===== src/rtl/mxb_pkg.sv =====
package mxb_pkg;

    // What a half machine cycle is used for
    typedef enum logic [1:0] {
        HK_FETCH  = 2'd0,
        HK_DADDR  = 2'd1,
        HK_STROBE = 2'd2
    } half_kind_e;

endpackage


===== src/rtl/mxb_timebase.sv =====
module mxb_timebase #(
    parameter int MC_TICKS = 12,
    parameter int TW       = 4
) (
    input  logic          clk,
    input  logic          rst_n,
    output logic [TW-1:0] tick_q,
    output logic [TW-1:0] pos_q,
    output logic [TW-1:0] pos_n,
    output logic          at_start_n,
    output logic          at_mid_n,
    output logic          last_q
);
    localparam logic [TW-1:0] LAST   = TW'(MC_TICKS - 1);
    localparam logic [TW-1:0] HALF_T = TW'(MC_TICKS / 2);

    logic [TW-1:0] tick_d;

    always_comb begin
        tick_d     = (tick_q == LAST) ? '0 : tick_q + 1'b1;
        pos_n      = (tick_d >= HALF_T) ? tick_d - HALF_T : tick_d;
        pos_q      = (tick_q >= HALF_T) ? tick_q - HALF_T : tick_q;
        at_start_n = (tick_d == '0);
        at_mid_n   = (tick_d == HALF_T);
        last_q     = (tick_q == LAST);
    end

    always_ff @(posedge clk or negedge rst_n) begin
        if (!rst_n) tick_q <= LAST;
        else        tick_q <= tick_d;
    end

    AST_TICK_WRAP: assert property (@(posedge clk) disable iff (!rst_n)
        (tick_q == LAST) |=> (tick_q == '0));

endmodule


===== src/rtl/mxb_code_route.sv =====
module mxb_code_route #(
    parameter int ADDR_W        = 16,
    parameter int INT_ROM_BYTES = 4096
) (
    input  logic [ADDR_W-1:0] addr,
    input  logic              rom_en,
    input  logic              fetch_on,
    output logic              ext
);
    generate
        if (INT_ROM_BYTES <= 0) begin : g_all_ext
            assign ext = fetch_on;
        end else begin : g_rom
            localparam logic [ADDR_W:0] LIM = (ADDR_W + 1)'(INT_ROM_BYTES);
            assign ext = fetch_on && (!rom_en || ({1'b0, addr} >= LIM));
        end
    endgenerate

endmodule


===== src/rtl/mxb_bus_seq.sv =====
module mxb_bus_seq
    import mxb_pkg::*;
#(
    parameter int ADDR_W        = 16,
    parameter int DATA_W        = 8,
    parameter int STATE_TICKS   = 2,
    parameter int STATES        = 6,
    parameter int INT_ROM_BYTES = 4096
) (
    input  logic                 clk,
    input  logic                 rst_n,
    input  logic                 fetch_req,
    input  logic [ADDR_W-1:0]    code_addr,
    input  logic                 xdata_req,
    input  logic                 xdata_wr,
    input  logic [ADDR_W-1:0]    data_addr,
    input  logic [DATA_W-1:0]    wdata,
    input  logic                 rom_en,
    input  logic [DATA_W-1:0]    p0_in,
    output logic                 cyc_end,
    output logic                 ale,
    output logic                 psen_n,
    output logic                 rd_n,
    output logic                 wr_n,
    output logic [DATA_W-1:0]    p0_out,
    output logic                 p0_oe,
    output logic [ADDR_W-DATA_W-1:0] p2_out,
    output logic [DATA_W-1:0]    rdata,
    output logic                 rdata_vld
);
    localparam int MC_TICKS = STATE_TICKS * STATES;
    localparam int HALF     = MC_TICKS / 2;
    localparam int TW       = $clog2(MC_TICKS + 1);
    localparam logic [TW-1:0] ALE_END  = TW'(STATE_TICKS);
    localparam logic [TW-1:0] HALF_END = TW'(HALF - 1);

    typedef struct packed {
        logic              mv1;
        logic              mv2;
        logic              mv_wr;
        logic              fetch;
        logic [ADDR_W-1:0] caddr;
        logic [ADDR_W-1:0] xaddr;
        logic [ADDR_W-1:0] cur;
        logic [DATA_W-1:0] wd;
        half_kind_e        kind;
        logic              cur_ext;
        logic              ale;
        logic              psen_n;
        logic              rd_n;
        logic              wr_n;
        logic              p0_oe;
        logic [DATA_W-1:0] p0;
        logic [DATA_W-1:0] rdata;
        logic              rvld;
    } st_t;

    st_t q, d;

    logic [TW-1:0] tick_q, pos_q, pos_n;
    logic          at_start_n, at_mid_n, last_q;

    mxb_timebase #(.MC_TICKS(MC_TICKS), .TW(TW)) u_tb (
        .clk(clk), .rst_n(rst_n), .tick_q(tick_q), .pos_q(pos_q),
        .pos_n(pos_n), .at_start_n(at_start_n), .at_mid_n(at_mid_n),
        .last_q(last_q)
    );

    // Plan of the next half cycle
    half_kind_e        plan_kind;
    logic [ADDR_W-1:0] plan_addr;
    logic              plan_fetch;
    logic              plan_ext;

    always_comb begin
        plan_kind  = q.kind;
        plan_addr  = q.cur;
        plan_fetch = 1'b0;
        if (at_start_n) begin
            if (q.mv1) begin
                plan_kind = HK_STROBE;
                plan_addr = q.xaddr;
            end else begin
                plan_kind  = HK_FETCH;
                plan_addr  = code_addr;
                plan_fetch = fetch_req;
            end
        end else if (at_mid_n) begin
            if (q.mv1) begin
                plan_kind = HK_DADDR;
                plan_addr = q.xaddr;
            end else if (q.mv2) begin
                plan_kind  = HK_FETCH;
                plan_addr  = q.caddr;
                plan_fetch = q.fetch;
            end else begin
                plan_kind  = HK_FETCH;
                plan_addr  = q.caddr + 1'b1;
                plan_fetch = q.fetch;
            end
        end
    end

    mxb_code_route #(.ADDR_W(ADDR_W), .INT_ROM_BYTES(INT_ROM_BYTES)) u_route (
        .addr(plan_addr), .rom_en(rom_en), .fetch_on(plan_fetch), .ext(plan_ext)
    );

    always_comb begin
        d      = q;
        d.rvld = 1'b0;

        // capture the byte in the last period of a read window
        if (pos_q == HALF_END &&
            ((q.kind == HK_FETCH && q.cur_ext) || (q.kind == HK_STROBE && !q.mv_wr))) begin
            d.rdata = p0_in;
            d.rvld  = 1'b1;
        end

        if (at_start_n) begin
            d.fetch = fetch_req;
            d.caddr = code_addr;
            if (q.mv1) begin
                d.mv1 = 1'b0;
                d.mv2 = 1'b1;
            end else begin
                d.mv2   = 1'b0;
                d.mv1   = xdata_req;
                d.mv_wr = xdata_wr;
                d.xaddr = data_addr;
                d.wd    = wdata;
            end
        end

        if (at_start_n || at_mid_n) begin
            d.kind    = plan_kind;
            d.cur     = plan_addr;
            d.cur_ext = plan_ext;
        end

        // registered pin values for the coming period
        d.ale    = 1'b0;
        d.psen_n = 1'b1;
        d.rd_n   = 1'b1;
        d.wr_n   = 1'b1;
        d.p0_oe  = 1'b0;
        if (d.kind == HK_STROBE) begin
            if (d.mv_wr) begin
                d.wr_n  = 1'b0;
                d.p0    = d.wd;
                d.p0_oe = 1'b1;
            end else begin
                d.rd_n = 1'b0;
            end
        end else begin
            if (pos_n < ALE_END) d.ale = 1'b1;
            if (pos_n <= ALE_END) begin
                d.p0    = d.cur[DATA_W-1:0];
                d.p0_oe = 1'b1;
            end else if (d.kind == HK_FETCH && d.cur_ext) begin
                d.psen_n = 1'b0;
            end
        end
    end

    always_ff @(posedge clk or negedge rst_n) begin
        if (!rst_n) begin
            q        <= '0;
            q.kind   <= HK_FETCH;
            q.psen_n <= 1'b1;
            q.rd_n   <= 1'b1;
            q.wr_n   <= 1'b1;
        end else begin
            q <= d;
        end
    end

    assign cyc_end   = last_q;
    assign ale       = q.ale;
    assign psen_n    = q.psen_n;
    assign rd_n      = q.rd_n;
    assign wr_n      = q.wr_n;
    assign p0_out    = q.p0;
    assign p0_oe     = q.p0_oe;
    assign p2_out    = q.cur[ADDR_W-1:DATA_W];
    assign rdata     = q.rdata;
    assign rdata_vld = q.rvld;

    AST_ALE_OWNS_PORT: assert property (@(posedge clk) disable iff (!rst_n)
        ale |-> (p0_oe && rd_n && wr_n && psen_n));
    AST_ADDR_HOLD: assert property (@(posedge clk) disable iff (!rst_n)
        $fell(ale) |-> (p0_oe && $stable(p0_out)));
    AST_PORT_RELEASE: assert property (@(posedge clk) disable iff (!rst_n)
        (!psen_n || !rd_n) |-> !p0_oe);
    AST_ONE_STROBE: assert property (@(posedge clk) disable iff (!rst_n)
        $onehot0({~psen_n, ~rd_n, ~wr_n}));
    AST_WR_DATA_STABLE: assert property (@(posedge clk) disable iff (!rst_n)
        (!wr_n && $past(!wr_n)) |-> (p0_oe && $stable(p0_out)));
    AST_NO_ALE_IN_STROBE: assert property (@(posedge clk) disable iff (!rst_n)
        (!rd_n || !wr_n) |-> !ale);
    AST_VLD_PULSE: assert property (@(posedge clk) disable iff (!rst_n)
        rdata_vld |=> !rdata_vld);
    AST_ALE_AFTER_FALL: assert property (@(posedge clk) disable iff (!rst_n)
        $fell(ale) |=> !ale);

endmodule


===== config.mk =====
export PLATFORM = sky130hd
export DESIGN_NAME = mxb_bus_seq
export DESIGN_NICKNAME = d
export VERILOG_FILES = /design/src/rtl/mxb_pkg.sv /design/src/rtl/mxb_timebase.sv /design/src/rtl/mxb_code_route.sv /design/src/rtl/mxb_bus_seq.sv
export SDC_FILE = /design/constraint.sdc
export NUM_CORES = 1
export LEC_CHECK = 0
export BUFFER_PORTS_ARGS = -buffer_cell sky130_fd_sc_hd__buf_4
export CAP_MARGIN = 15
export CELL_PAD_IN_SITES_DETAIL_PLACEMENT = 1
export CELL_PAD_IN_SITES_GLOBAL_PLACEMENT = 1
export CORE_AREA = 2 2 125 127
export CTS_CLUSTER_DIAMETER = 200
export DETAILED_ROUTE_END_ITERATION = 6
export DIE_AREA = 0 0 127 129
export PLACE_DENSITY = 0.67
export SYNTH_ARGS = -nofsm -noshare
export SYNTH_HDL_FRONTEND = slang
export SYNTH_SLANG_ARGS = --single-unit

===== constraint.sdc =====
create_clock -name clk -period 2.6 [get_ports clk]
set_input_delay 0.13 -clock clk [delete_from_list [all_inputs] [get_ports clk]]
set_output_delay 0.13 -clock clk [all_outputs]
set_load 0.02 [all_outputs]

Yosys cells after proc, flatten, opt, wreduce, memory -nomap -nowiden
Cells that the tools add are included.
{ "word_totals": {"out_inout_bits": 31, "register_bits": 89, "elab_cells": 86} }
{ "op_classes": {"n_eq_ne": 6, "n_bitwise": 1, "n_lt_le_gt_ge": 5, "addsub": 4, "reduce_logical": 16, "mux": 34} }
{ "op_table": {"columns": ["operator", "n"], "rows": [
  ["16-bit two-way mux", 6],
  ["34-bit two-way mux", 1],
  ["8-bit two-way mux", 3],
  ["9-bit two-way mux", 2],
  ["16-bit by 1-bit adder with 16-bit output, second input constant", 1],
  ["16-bit by 13-bit greater-or-equal comparator with 1-bit output, second input constant", 1],
  ["2-bit two-way mux", 6],
  ["4-bit two-way mux", 3],
  ["1-bit two-way mux", 11],
  ["10-bit two-way mux", 1],
  ["4-bit by 3-bit == test with 1-bit output, second input constant", 2],
  ["4-bit by 3-bit greater-or-equal comparator with 1-bit output, second input constant", 2],
  ["4-bit by 3-bit subtractor with 4-bit output, second input constant", 2],
  ["1-bit logical AND", 5],
  ["4-bit by 1-bit adder with 4-bit output, second input constant", 1],
  ["2-bit == test, second input constant", 2],
  ["4-bit == test, second input constant", 1],
  ["4-bit by 2-bit less-or-equal comparator with 1-bit output, second input constant", 1],
  ["2-bit zero test", 2],
  ["4-bit zero test", 1],
  ["4-bit by 2-bit < comparator with 1-bit output, second input constant", 1],
  ["2-bit AND reduction", 2],
  ["1-bit logical OR", 3],
  ["3-bit two-way mux", 1],
  ["4 further kinds", 5]
]} }

Depth between registers and ports, before layout
Gate-level depths: netlist (run 1).
{ "depth": {"ltp_word": 14, "depth_mapped": 11} }

Cells and area by module
From an unflattened synthesis (run 1), not the netlist that was laid out.
{ "hier_totals": {"hier_cells": 430, "hier_area_um2": 4625.7} }
{ "modules_own_cells": {"columns": ["mod", "n_inst", "cells_per_inst", "area_each_um2"], "rows": [
  ["mxb_bus_seq", 1, 359, 4021.4],
  ["mxb_timebase", 1, 69, 590.6],
  ["mxb_code_route", 1, 2, 13.8]
]} }

Worst setup path before layout (run 1)
OpenSTA, ideal clock, no wires.
{ "synth_path": {"path_type": "reg2reg", "startpoint": "reg u_tb.tick_q[0]", "endpoint": "reg q[22] in the netlist's numbering", "t_arrival_ns": 2.640, "synth_period_minus_slack_ns": 2.759, "n_path_buf": 0, "required_time_ns": 2.481, "stages_incl_launch_ff": 9, "path_slack_ns": -0.159, "setup_time_ns": 0.119, "cell_sequence": "dfstp_2 inv_1 ha_1 nor4bb_1 a22oi_1 and3_1 a211o_1 or4b_1 o21ba_1"} }
{ "synth_rtl": {"columns": ["item", "line", "source"], "rows": [
  ["start: declaration", "mxb_timebase.sv:7", "output logic [TW-1:0] tick_q,"],
  ["start signal: assignment", "mxb_timebase.sv:30", "else tick_q <= tick_d;"],
  ["end: declaration", "mxb_bus_seq.sv:58", "st_t q, d;"]
]} }

==> results.json, run 1 <==
{
  "holdPathStages": 3,
  "path_clk_slew_ns": 0.07,
  "required_ns": 2.84,
  "syn_area_sq_um": 4590,
  "crit_path_end_kind": "flop",
  "grt_pass1_vias": 4065,
  "synth_flop_cell": "dfrtp_1",
  "ir_drop_uv": 290,
  "die_area_sq_um": 16400,
  "antenna_found_initial": 0,
  "netlist_instances": 461,
  "routedWlPerCell_microns": 17.0,
  "first_pass_iters": 4,
  "status": "complete, but fails checks",
  "criticalPathCategory": "reg2reg",
  "area_growth_syn_to_layout_pct": 36.9,
  "cap_violations": 0,
  "powerDensity_nw_per_um2": 549,
  "clockBufferDepth": 2,
  "io_pins": 85,
  "reg2reg_from": "u_tb.tick_q[1]$_DFF_PN1_",
  "skew_ns": 0.0112,
  "ant_nets": 0,
  "start_kind": "flop",
  "leakagePower_nw": 2.78,
  "cts_sinks": 89,
  "p_sw_share_pct": 25.4,
  "yosys-top-cells-count": "nand2_1, dfrtp_1, buf_4",
  "cts_buffers": 9,
  "clock_latency_ns": 0.35,
  "slew_headroom_pct": 55.3,
  "rsz0062_at_grt": "true",
  "grt-ovfl-total": 0,
  "synth_top_cell_by_area": "dfrtp_1",
  "regToRegSetupSlack_ns": -0.02,
  "failed_checks": "setup timing",
  "holdPathEnd": "q[79]$_DFFE_PN0P_",
  "synth-seq-area-share_pct": 48.7,
  "grtUsageTotal_pct": 16.0,
  "slowest_stage": "dfstp_2",
  "cts_root_buf": "clkbuf_16",
  "dpl.hpwl_mm": 9.04,
  "start_util_pct": 30.7,
  "routed_wl_mm": 13.2,
  "grt_max_degree": 47,
  "drtIter0Drc": 183,
  "die_h_microns": 129,
  "synth.most_common_cell": "nand2_1",
  "cts_tree": "done",
  "hold_violations": 0,
  "synth_top_area_share_pct": 45.2,
  "drc": 0,
  "die_w_microns": 127,
  "combPwrFrac_pct": 15.0,
  "io_buffers": 84,
  "ys_warn_count": 0,
  "slew_violations": 0,
  "p_seq_share_pct": 45.3,
  "ys_async_sr_fraction_pct": 100,
  "switching_power_uw": 876,
  "fin_hold_ws_ns": 0.00126,
  "vias": 3860,
  "clkPwrFrac_pct": 39.6,
  "fmax_mhz": 382,
  "htreeDepth": 3,
  "core_area_sq_um": 15000,
  "worstPathArrival_ns": 2.86,
  "crit_fanout": 5,
  "fin_crit_ns": 2.62,
  "p_int_mw": 2.58,
  "finalNetCount": 638,
  "tightest_slew_ns": 0.671,
  "grt_pass1_wl_mm": 20.8,
  "vias_per_cell": 4.99,
  "min-delay-start": "code_addr[14]",
  "gp_congestion": 0.769,
  "crit_path_cell_trace": "buf_12 -> ha_4 -> nor4b_4 -> a22oi_2 -> buf_4 -> a21oi_2 -> a211o_1 -> or4b_4 -> o21ba_1",
  "syn_nets": 519,
  "slowest_delay_ns": 0.62,
  "period_share_pct": 101,
  "r2r_end": "q[22]$_DFF_PN0_",
  "synth_top_cells_by_area": "dfrtp_1, nand2_1, mux2_2",
  "preCtsSetupSlack_ns": -0.0660,
  "tns_ns": -0.0167,
  "avgSynthCellArea_sq_um": 9.96,
  "finalWorstSetupSlack_ns": -0.0167,
  "min_path_type": "in2reg",
  "r2r_cells": 9,
  "ys_ff_latch": 89,
  "num_rows": 45,
  "diodes": 0,
  "synth_edf_count": 0,
  "setup_viol": 1,
  "final_layout_size_suffix_gt1_share_pct": 34.2,
  "synth_cell_types": 63
}
## power groups by stage
stage | combinational (mW) | sequential (mW) | clock (mW)
after floorplan | 0.312 | 1.57 | 0
after global placement | 0.472 | 1.59 | 0
after detailed placement | 0.484 | 1.59 | 0
after CTS | 0.513 | 1.57 | 1.39
after global routing | 0.570 | 1.58 | 1.44
final | 0.519 | 1.57 | 1.37
## stage by stage
| stage | util, % | power (mW) | cell area [sq um] | instances |
|---|---|---|---|---|
| finish | 42.0 | 3.45 | 6280 | 773 |
| global route | 42.0 | 3.59 | 6280 | 773 |
| CTS | 40.6 | 3.47 | 6080 | 759 |
| detailed placement | 36.7 | 2.07 | 5500 | 717 |
| floorplan | - | 1.88 | 4640 | 461 |
| global placement | 36.7 | 2.06 | 5500 | 717 |
## cells by family after synthesis
kind of cell / share of synthesized area [%]
and+or+nand+nor: 18.1
DFF: 48.7
AOI/OAI and AO/OA: 13.0
buffers and inverters: 7.03
muxes: 9.89
xor gates and xnor gates: 2.29
adders and majority gates: 1.09
## critical path: cells and delay by family (launching register included)
family          cells  cell delay [ns]
flops               1             0.62
fa+ha+maj           1             0.20
buf+inv             2             0.30
simple gates        2             0.59
compound gates      4             0.78
## what timing repair did
| action | CTS | global route |
|---|---|---|
| resized for setup | 7 | 19 |
| cloned | 0 | 1 |
| setup buffers | 4 | 13 |
| hold endpoints to repair | 60 | 0 |
| hold buffers | 22 | 0 |
| pin swaps | 6 | 11 |
| endpoints found under the setup margin | 10 | 10 |
## placed cells by master (no fill, tap or decap), types with 3 or more instances in the layout
cell / count
clkbuf_16: 9
mux2_1: 5
a211oi_1: 3
nor2b_1: 11
nand4_1: 3
o21ai_0: 22
inv_1: 9
nand2b_1: 9
o21ai_1: 3
a21boi_0: 3
a221o_1: 9
dlygate4sd3_1: 22
mux2_2: 19
clkbuf_8: 3
buf_4: 122
nand3_1: 6
nor3_1: 4
dfstp_2: 6
nand2_1: 90
a22oi_1: 5
xnor2_1: 5
mux2i_1: 15
and2_4: 3
a21oi_1: 13
inv_2: 3
o211ai_1: 5
dfrtp_1: 82
nor4_1: 6
buf_12: 5
nor2_1: 18
xor2_1: 6
## worst max path at each step
stage,startpoint,to,slack (ns)
2_1_floorplan,u_tb.tick_q[0]$_DFF_PN1_,q[22]$_DFF_PN0_,0.005
3_3_place_gp,u_tb.tick_q[0]$_DFF_PN1_,q[22]$_DFF_PN0_,0.04
3_5_place_dp,u_tb.tick_q[0]$_DFF_PN1_,q[22]$_DFF_PN0_,-0.07
4_1_cts,u_tb.tick_q[1]$_DFF_PN1_,q[22]$_DFF_PN0_,-0.003
5_1_grt,u_tb.tick_q[1]$_DFF_PN1_,q[22]$_DFF_PN0_,-0.11
6_report,u_tb.tick_q[1]$_DFF_PN1_,q[22]$_DFF_PN0_,-0.02
## final cells by class
type	instances	area, sq um
Clock inverter	2	35.0
Tap cell	188	235
Timing Repair Buffer	152	1270
Fill cell	1671	8690
Sequential cell	89	2240
Multi-Input combinational cell	315	2180
Clock buffer	14	274
Inverter	13	48.8
## per-layer routing
layer | GRT usage (%) | wire length (microns) | part of all wire, % | vias up
met1 | 20.7 | 6020 | 46 | 1935
met5 | 0 | 0 | 0 | -
met3 | 2.83 | 377 | 2.9 | 19
li1 | - | - | - | 1820
met4 | 5.56 | 235 | 1.8 | 0
met2 | 27.3 | 6530 | 50 | 86
## state kept, by name (all words and copies together), names as in the netlist
| signal | count |
|---|---|
| rdata | 8 |
| psen_n | 1 |
| ale | 1 |
| p0_out | 8 |
| wr_n | 1 |
| u_tb.tick_q | 4 |
| p0_oe | 1 |
| q | 55 |
| p2_out | 8 |
| rd_n | 1 |
| rdata_vld | 1 |
Power figures use the tool's default switching activity.
==> run 2: changes to the inputs <==
--- a/config.mk
+++ b/config.mk
@@ -13,6 +13,7 @@
 export CTS_CLUSTER_DIAMETER = 200
 export DETAILED_ROUTE_END_ITERATION = 6
 export DIE_AREA = 0 0 127 129
+export MAX_ROUTING_LAYER = met4
 export PLACE_DENSITY = 0.67
 export SYNTH_ARGS = -nofsm -noshare
 export SYNTH_HDL_FRONTEND = slang
==> results.json, run 2 (same netlist as run 1, synthesis figures left out) <==
{
  "num_rows": 45,
  "fmax_mhz": 392,
  "grt-ovfl-total": 0,
  "slowest_delay_ns": 0.56,
  "crit_path_cell_trace": "inv_2 -> ha_4 -> nor4bb_4 -> a22oi_2 -> and3_1 -> a211o_1 -> or4b_4 -> o21ba_4",
  "clock_latency_ns": 0.34,
  "final_layout_size_suffix_gt1_share_pct": 31.5,
  "grt_max_degree": 47,
  "drtIter0Drc": 188,
  "min-delay-start": "code_addr[9]",
  "crit_path_end_kind": "flop",
  "tightest_slew_ns": 0.666,
  "vias": 3749,
  "finalNetCount": 626,
  "grtUsageTotal_pct": 17.1,
  "grt_pass1_vias": 4021,
  "multi_input_area_sq_um": 2140,
  "gp_congestion": 0.798,
  "finalPower_mw": 3.49,
  "worstPathArrival_ns": 2.79,
  "powerDensity_nw_per_um2": 570,
  "start_kind": "flop",
  "dpl.hpwl_mm": 9.32,
  "core_area_sq_um": 15000,
  "first_pass_iters": 6,
  "tns_ns": 0,
  "cap_violations": 0,
  "status": "finished clean",
  "ant_nets": 0,
  "area.sequential_sq_um": 2240,
  "largest_reg_flops": 55,
  "die_h_microns": 129,
  "slew_headroom_pct": 55.6,
  "hold_violations": 0,
  "io_pins": 85,
  "startpoint": "u_tb.tick_q[0]$_DFF_PN1_",
  "fin_crit_ns": 2.55,
  "diodes": 0,
  "dpl_cell_area_sq_um": 5490,
  "finalInstanceArea_sq_um": 6120,
  "crit_fanout": 4,
  "area_growth_syn_to_layout_pct": 33.2,
  "antenna_found_initial": 0,
  "rsz0062_at_grt": "true",
  "cts_sinks": 89,
  "drc": 0,
  "die_w_microns": 127,
  "vias_per_cell": 4.93,
  "clockBufferDepth": 2,
  "routed_wl_mm": 13.0,
  "grt_pass1_wl_mm": 21.1,
  "ir_drop_uv": 331,
  "top_register": "q",
  "htreeDepth": 3,
  "min_path_type": "in2reg",
  "cts_root_buf": "clkbuf_16",
  "reg2reg_from": "u_tb.tick_q[0]$_DFF_PN1_",
  "mostFrequentLayoutCells": "buf_4, nand2_1, dfrtp_1",
  "setup_viol": 0,
  "slowest_stage": "dfstp_2",
  "die_area_sq_um": 16400,
  "criticalPathCategory": "reg2reg",
  "routedWlPerCell_microns": 17.1,
  "num-fill-cells": 1670,
  "mostFrequentLayoutCell": "buf_4",
  "cts_tree": "done",
  "cts_buffers": 9,
  "io_buffers": 84,
  "leakagePower_nw": 2.70,
  "required_ns": 2.84,
  "slew_violations": 0,
  "period_share_pct": 98.0,
  "skew_ns": 0.00657,
  "path_clk_slew_ns": 0.06,
  "start_util_pct": 30.7
}
==> run 2: final cells by class <==
class	instances	share of cell area [%]
Sequential cell	89	36.5
Inverter	13	0.798
Multi-Input combinational cell	314	34.9
Clock inverter	3	1.06
Clock buffer	12	4.03
Tap cell	188	3.84
Timing Repair Buffer	141	18.8
==> run 2: routing by layer <==
metal  GRT usage (%)  vias up  wire length, microns
li1                -     1789                     -
met1            21.4     1890                  6060
met2            28.6       59                  6430
met3            3.12       11                   351
met4            4.65        0                   167
met5               -        -                     0
==> run 2: final timing paths <==
path                            cells past startpoint  slack [ns]                    end
min in group asynchronous                           2        0.36  p2_out[5]$_DFFE_PN0N_
worst min-delay path                                3        0.01      q[74]$_DFFE_PN0P_
worst max-delay path                                8        0.05        q[22]$_DFF_PN0_
max in group asynchronous                           3        1.55  p0_out[5]$_DFFE_PN0P_
worst min register to register                      2        0.48   rdata[0]$_DFFE_PN0P_
worst max register to register                      8        0.05        q[22]$_DFF_PN0_
==> run 2: repair_timing <==
item	CTS	global route
resized for setup	4	11
pin swaps	1	8
cloned	0	0
endpoints found under the hold margin	63	0
setup endpoints to repair	8	10
hold buffers	25	0
buffers inserted	2	0
==> run 2: worst max-delay path: cells and delay by family (launching register included) <==
| kind | cells | cell delay, ns |
|---|---|---|
| buffers and inverters | 1 | 0.05 |
| and+or+nand+nor | 3 | 1.01 |
| adders and majority gates | 1 | 0.25 |
| AOI/OAI and AO/OA | 3 | 0.57 |
| DFF | 1 | 0.56 |
==> run 2: metrics by stage <==
| stage | cells | worst slack, ns | hold WS (ns) | utilization (%) |
|---|---|---|---|---|
| final | 760 | 0.0508 | 0.0106 | 40.9 |
| after global routing | 760 | -0.0519 | 0.0173 | 40.9 |
| after CTS | 761 | -0.0152 | 0.00415 | 40.6 |
| after detailed placement | 719 | -0.0391 | 0.208 | 36.6 |
| after global placement | 719 | 0.0461 | 0.201 | 36.6 |
| after floorplan | 461 | 0.00541 | -0.166 | - |
==> run 2: power breakdown <==
part	internal [mW]	switching (mW)
Sequential	1.49	0.0706
Combinational	0.256	0.262
Clock	0.863	0.541
==> run 3: changes to the inputs <==
--- a/config.mk
+++ b/config.mk
@@ -9,12 +9,13 @@
 export CAP_MARGIN = 15
 export CELL_PAD_IN_SITES_DETAIL_PLACEMENT = 1
 export CELL_PAD_IN_SITES_GLOBAL_PLACEMENT = 1
-export CORE_AREA = 2 2 125 127
+export CORE_AREA = 2 2 112 114
 export CTS_CLUSTER_DIAMETER = 200
+export CTS_CLUSTER_SIZE = 40
 export DETAILED_ROUTE_END_ITERATION = 6
-export DIE_AREA = 0 0 127 129
+export DIE_AREA = 0 0 114 116
 export MAX_ROUTING_LAYER = met4
-export PLACE_DENSITY = 0.67
+export PLACE_DENSITY = 0.79
 export SYNTH_ARGS = -nofsm -noshare
 export SYNTH_HDL_FRONTEND = slang
 export SYNTH_SLANG_ARGS = --single-unit
==> results.json, run 3 (same netlist as run 1, synthesis figures left out) <==
{
  "grtUsageTotal_pct": 21.2,
  "finalNetCount": 621,
  "cts_buffers": 9,
  "io_pins": 85,
  "r2r_end": "q[22]$_DFF_PN0_",
  "startpoint": "u_tb.tick_q[0]$_DFF_PN1_",
  "fin_hold_ws_ns": 0.00580,
  "cts_tree": "done",
  "skew_ns": 0.00807,
  "ir_drop_uv": 323,
  "fmax_mhz": 387,
  "top_register": "q",
  "slew_violations": 0,
  "io_buffers": 84,
  "routed_wl_mm": 13.0,
  "routedWlPerCell_microns": 18.2,
  "preCtsSetupSlack_ns": -0.0940,
  "area_growth_syn_to_layout_pct": 30.9,
  "num_rows": 40,
  "utilization_pct": 50.5,
  "grt_pass1_vias": 4172,
  "cts_sinks": 89,
  "slowest_stage": "dfstp_2",
  "ant_nets": 0,
  "clock_latency_ns": 0.34,
  "crit_path_cell_trace": "inv_2 -> ha_4 -> nor4bb_4 -> a22oi_2 -> buf_4 -> buf_6 -> nand3_2 -> nand2_1 -> or4b_4 -> o21ba_1",
  "dpl.hpwl_mm": 9.26,
  "cts_root_buf": "clkbuf_16",
  "vias": 3828,
  "finalWorstSetupSlack_ns": 0.0149,
  "rsz0062_at_grt": "true",
  "cap_violations": 0,
  "min_path_type": "in2reg",
  "htreeDepth": 3,
  "reg2reg_from": "u_tb.tick_q[0]$_DFF_PN1_",
  "cpLargestDelayFamily": "simple AND/OR/NAND/NOR gates",
  "die_area_sq_um": 13200,
  "tns_ns": 0,
  "drc": 0,
  "period_share_pct": 99.4,
  "grt-ovfl-total": 0,
  "tightest_slew_ns": 0.584,
  "core_area_sq_um": 11900,
  "cp.buffers_inverters": 3,
  "path_clk_slew_ns": 0.07,
  "fin_crit_ns": 2.59,
  "die_h_microns": 116,
  "mostFrequentLayoutCell": "buf_4",
  "gp_congestion": 0.843,
  "powerDensity_nw_per_um2": 582,
  "finalPower_mw": 3.50,
  "path_depth": 10,
  "slowest_delay_ns": 0.57,
  "setup_viol": 0,
  "hold_violations": 0,
  "diodes": 0,
  "criticalPathCategory": "reg2reg",
  "required_ns": 2.83,
  "grt_pass1_wl_mm": 21.2,
  "slew_headroom_pct": 61.0,
  "endpoint": "q[22]$_DFF_PN0_",
  "clockBufferDepth": 2,
  "start_util_pct": 38.6,
  "mostFrequentLayoutCells": "buf_4, nand2_1, dfrtp_1",
  "die_w_microns": 114,
  "r2r_cells": 10,
  "final_layout_size_suffix_gt1_share_pct": 32.9,
  "grt_max_degree": 43,
  "leakagePower_nw": 2.69,
  "regToRegSetupSlack_ns": 0.01,
  "status": "finished clean",
  "first_pass_iters": 4,
  "largest_reg_flops": 55,
  "antenna_found_initial": 0,
  "vias_per_cell": 5.35,
  "drtIter0Drc": 125,
  "crit_fanout": 7,
  "start_kind": "flop",
  "worstPathArrival_ns": 2.81,
  "crit_path_end_kind": "flop"
}
-- run 3: changes by cell type in the layout (fill, tap and decap cells not counted), sizes merged --
cell         delta
clkinv          +1
clkbuf          -2
inv             +1
dlygate4sd3    -10
clkinvlp        +1
buf             +5
-- run 3: worst min path at each step --
stage | start | end | slack [ns] | cells past startpoint
detailed placement | rst_n | p2_out[2]$_DFFE_PN0N_ | 0.17 | 1
global placement | rst_n | q[59]$_DFFE_PN0P_ | 0.16 | 1
global route | code_addr[3] | q[68]$_DFFE_PN0P_ | 0.006 | 3
finish | data_addr[9] | q[58]$_DFFE_PN0P_ | 0.006 | 2
floorplan | rst_n | ale$_DFF_PN0_ | -0.17 | 0
CTS | code_addr[4] | q[69]$_DFFE_PN0P_ | 0.0003 | 3
-- run 3: area by class of cell --
| type | count | area (sq um) |
|---|---|---|
| tap | 147 | 184 |
| sequential | 89 | 2240 |
| fill | 1361 | 5900 |
| clock buffer | 10 | 239 |
| clock inverter | 6 | 90.1 |
| inverter | 13 | 48.8 |
| timing repair buffer | 136 | 1080 |
| multi-input combinational | 314 | 2130 |
-- run 3: routing by layer --
layer  global-route usage (%)  vias to the layer above  wire, microns
li1                         -                     1789              -
met1                     25.6                     1953           5600
met2                     36.4                       66           6760
met3                     3.40                       20            438
met4                     6.83                        0            231
met5                        -                        -              0
-- run 3: timing repair --
item / CTS / global route
endpoints found under the setup margin: 10 / 10
pin swaps: 6 / 5
hold buffers: 15 / 0
resized for setup: 8 / 8
setup buffers: 4 / 3
endpoints found under the hold margin: 49 / 0
-- run 3: stage by stage --
stage / cells / area [sq um]
finish: 715 / 6010
global route: 715 / 6010
CTS: 712 / 5960
detailed placement: 677 / 5410
global placement: 677 / 5410
floorplan: 461 / 4640
-- run 3: where the power goes --
part,internal (mW),switching [mW],leakage [nW]
registers,1.49,0.0769,1.04
clock network,0.872,0.556,0.159
logic,0.243,0.254,1.49
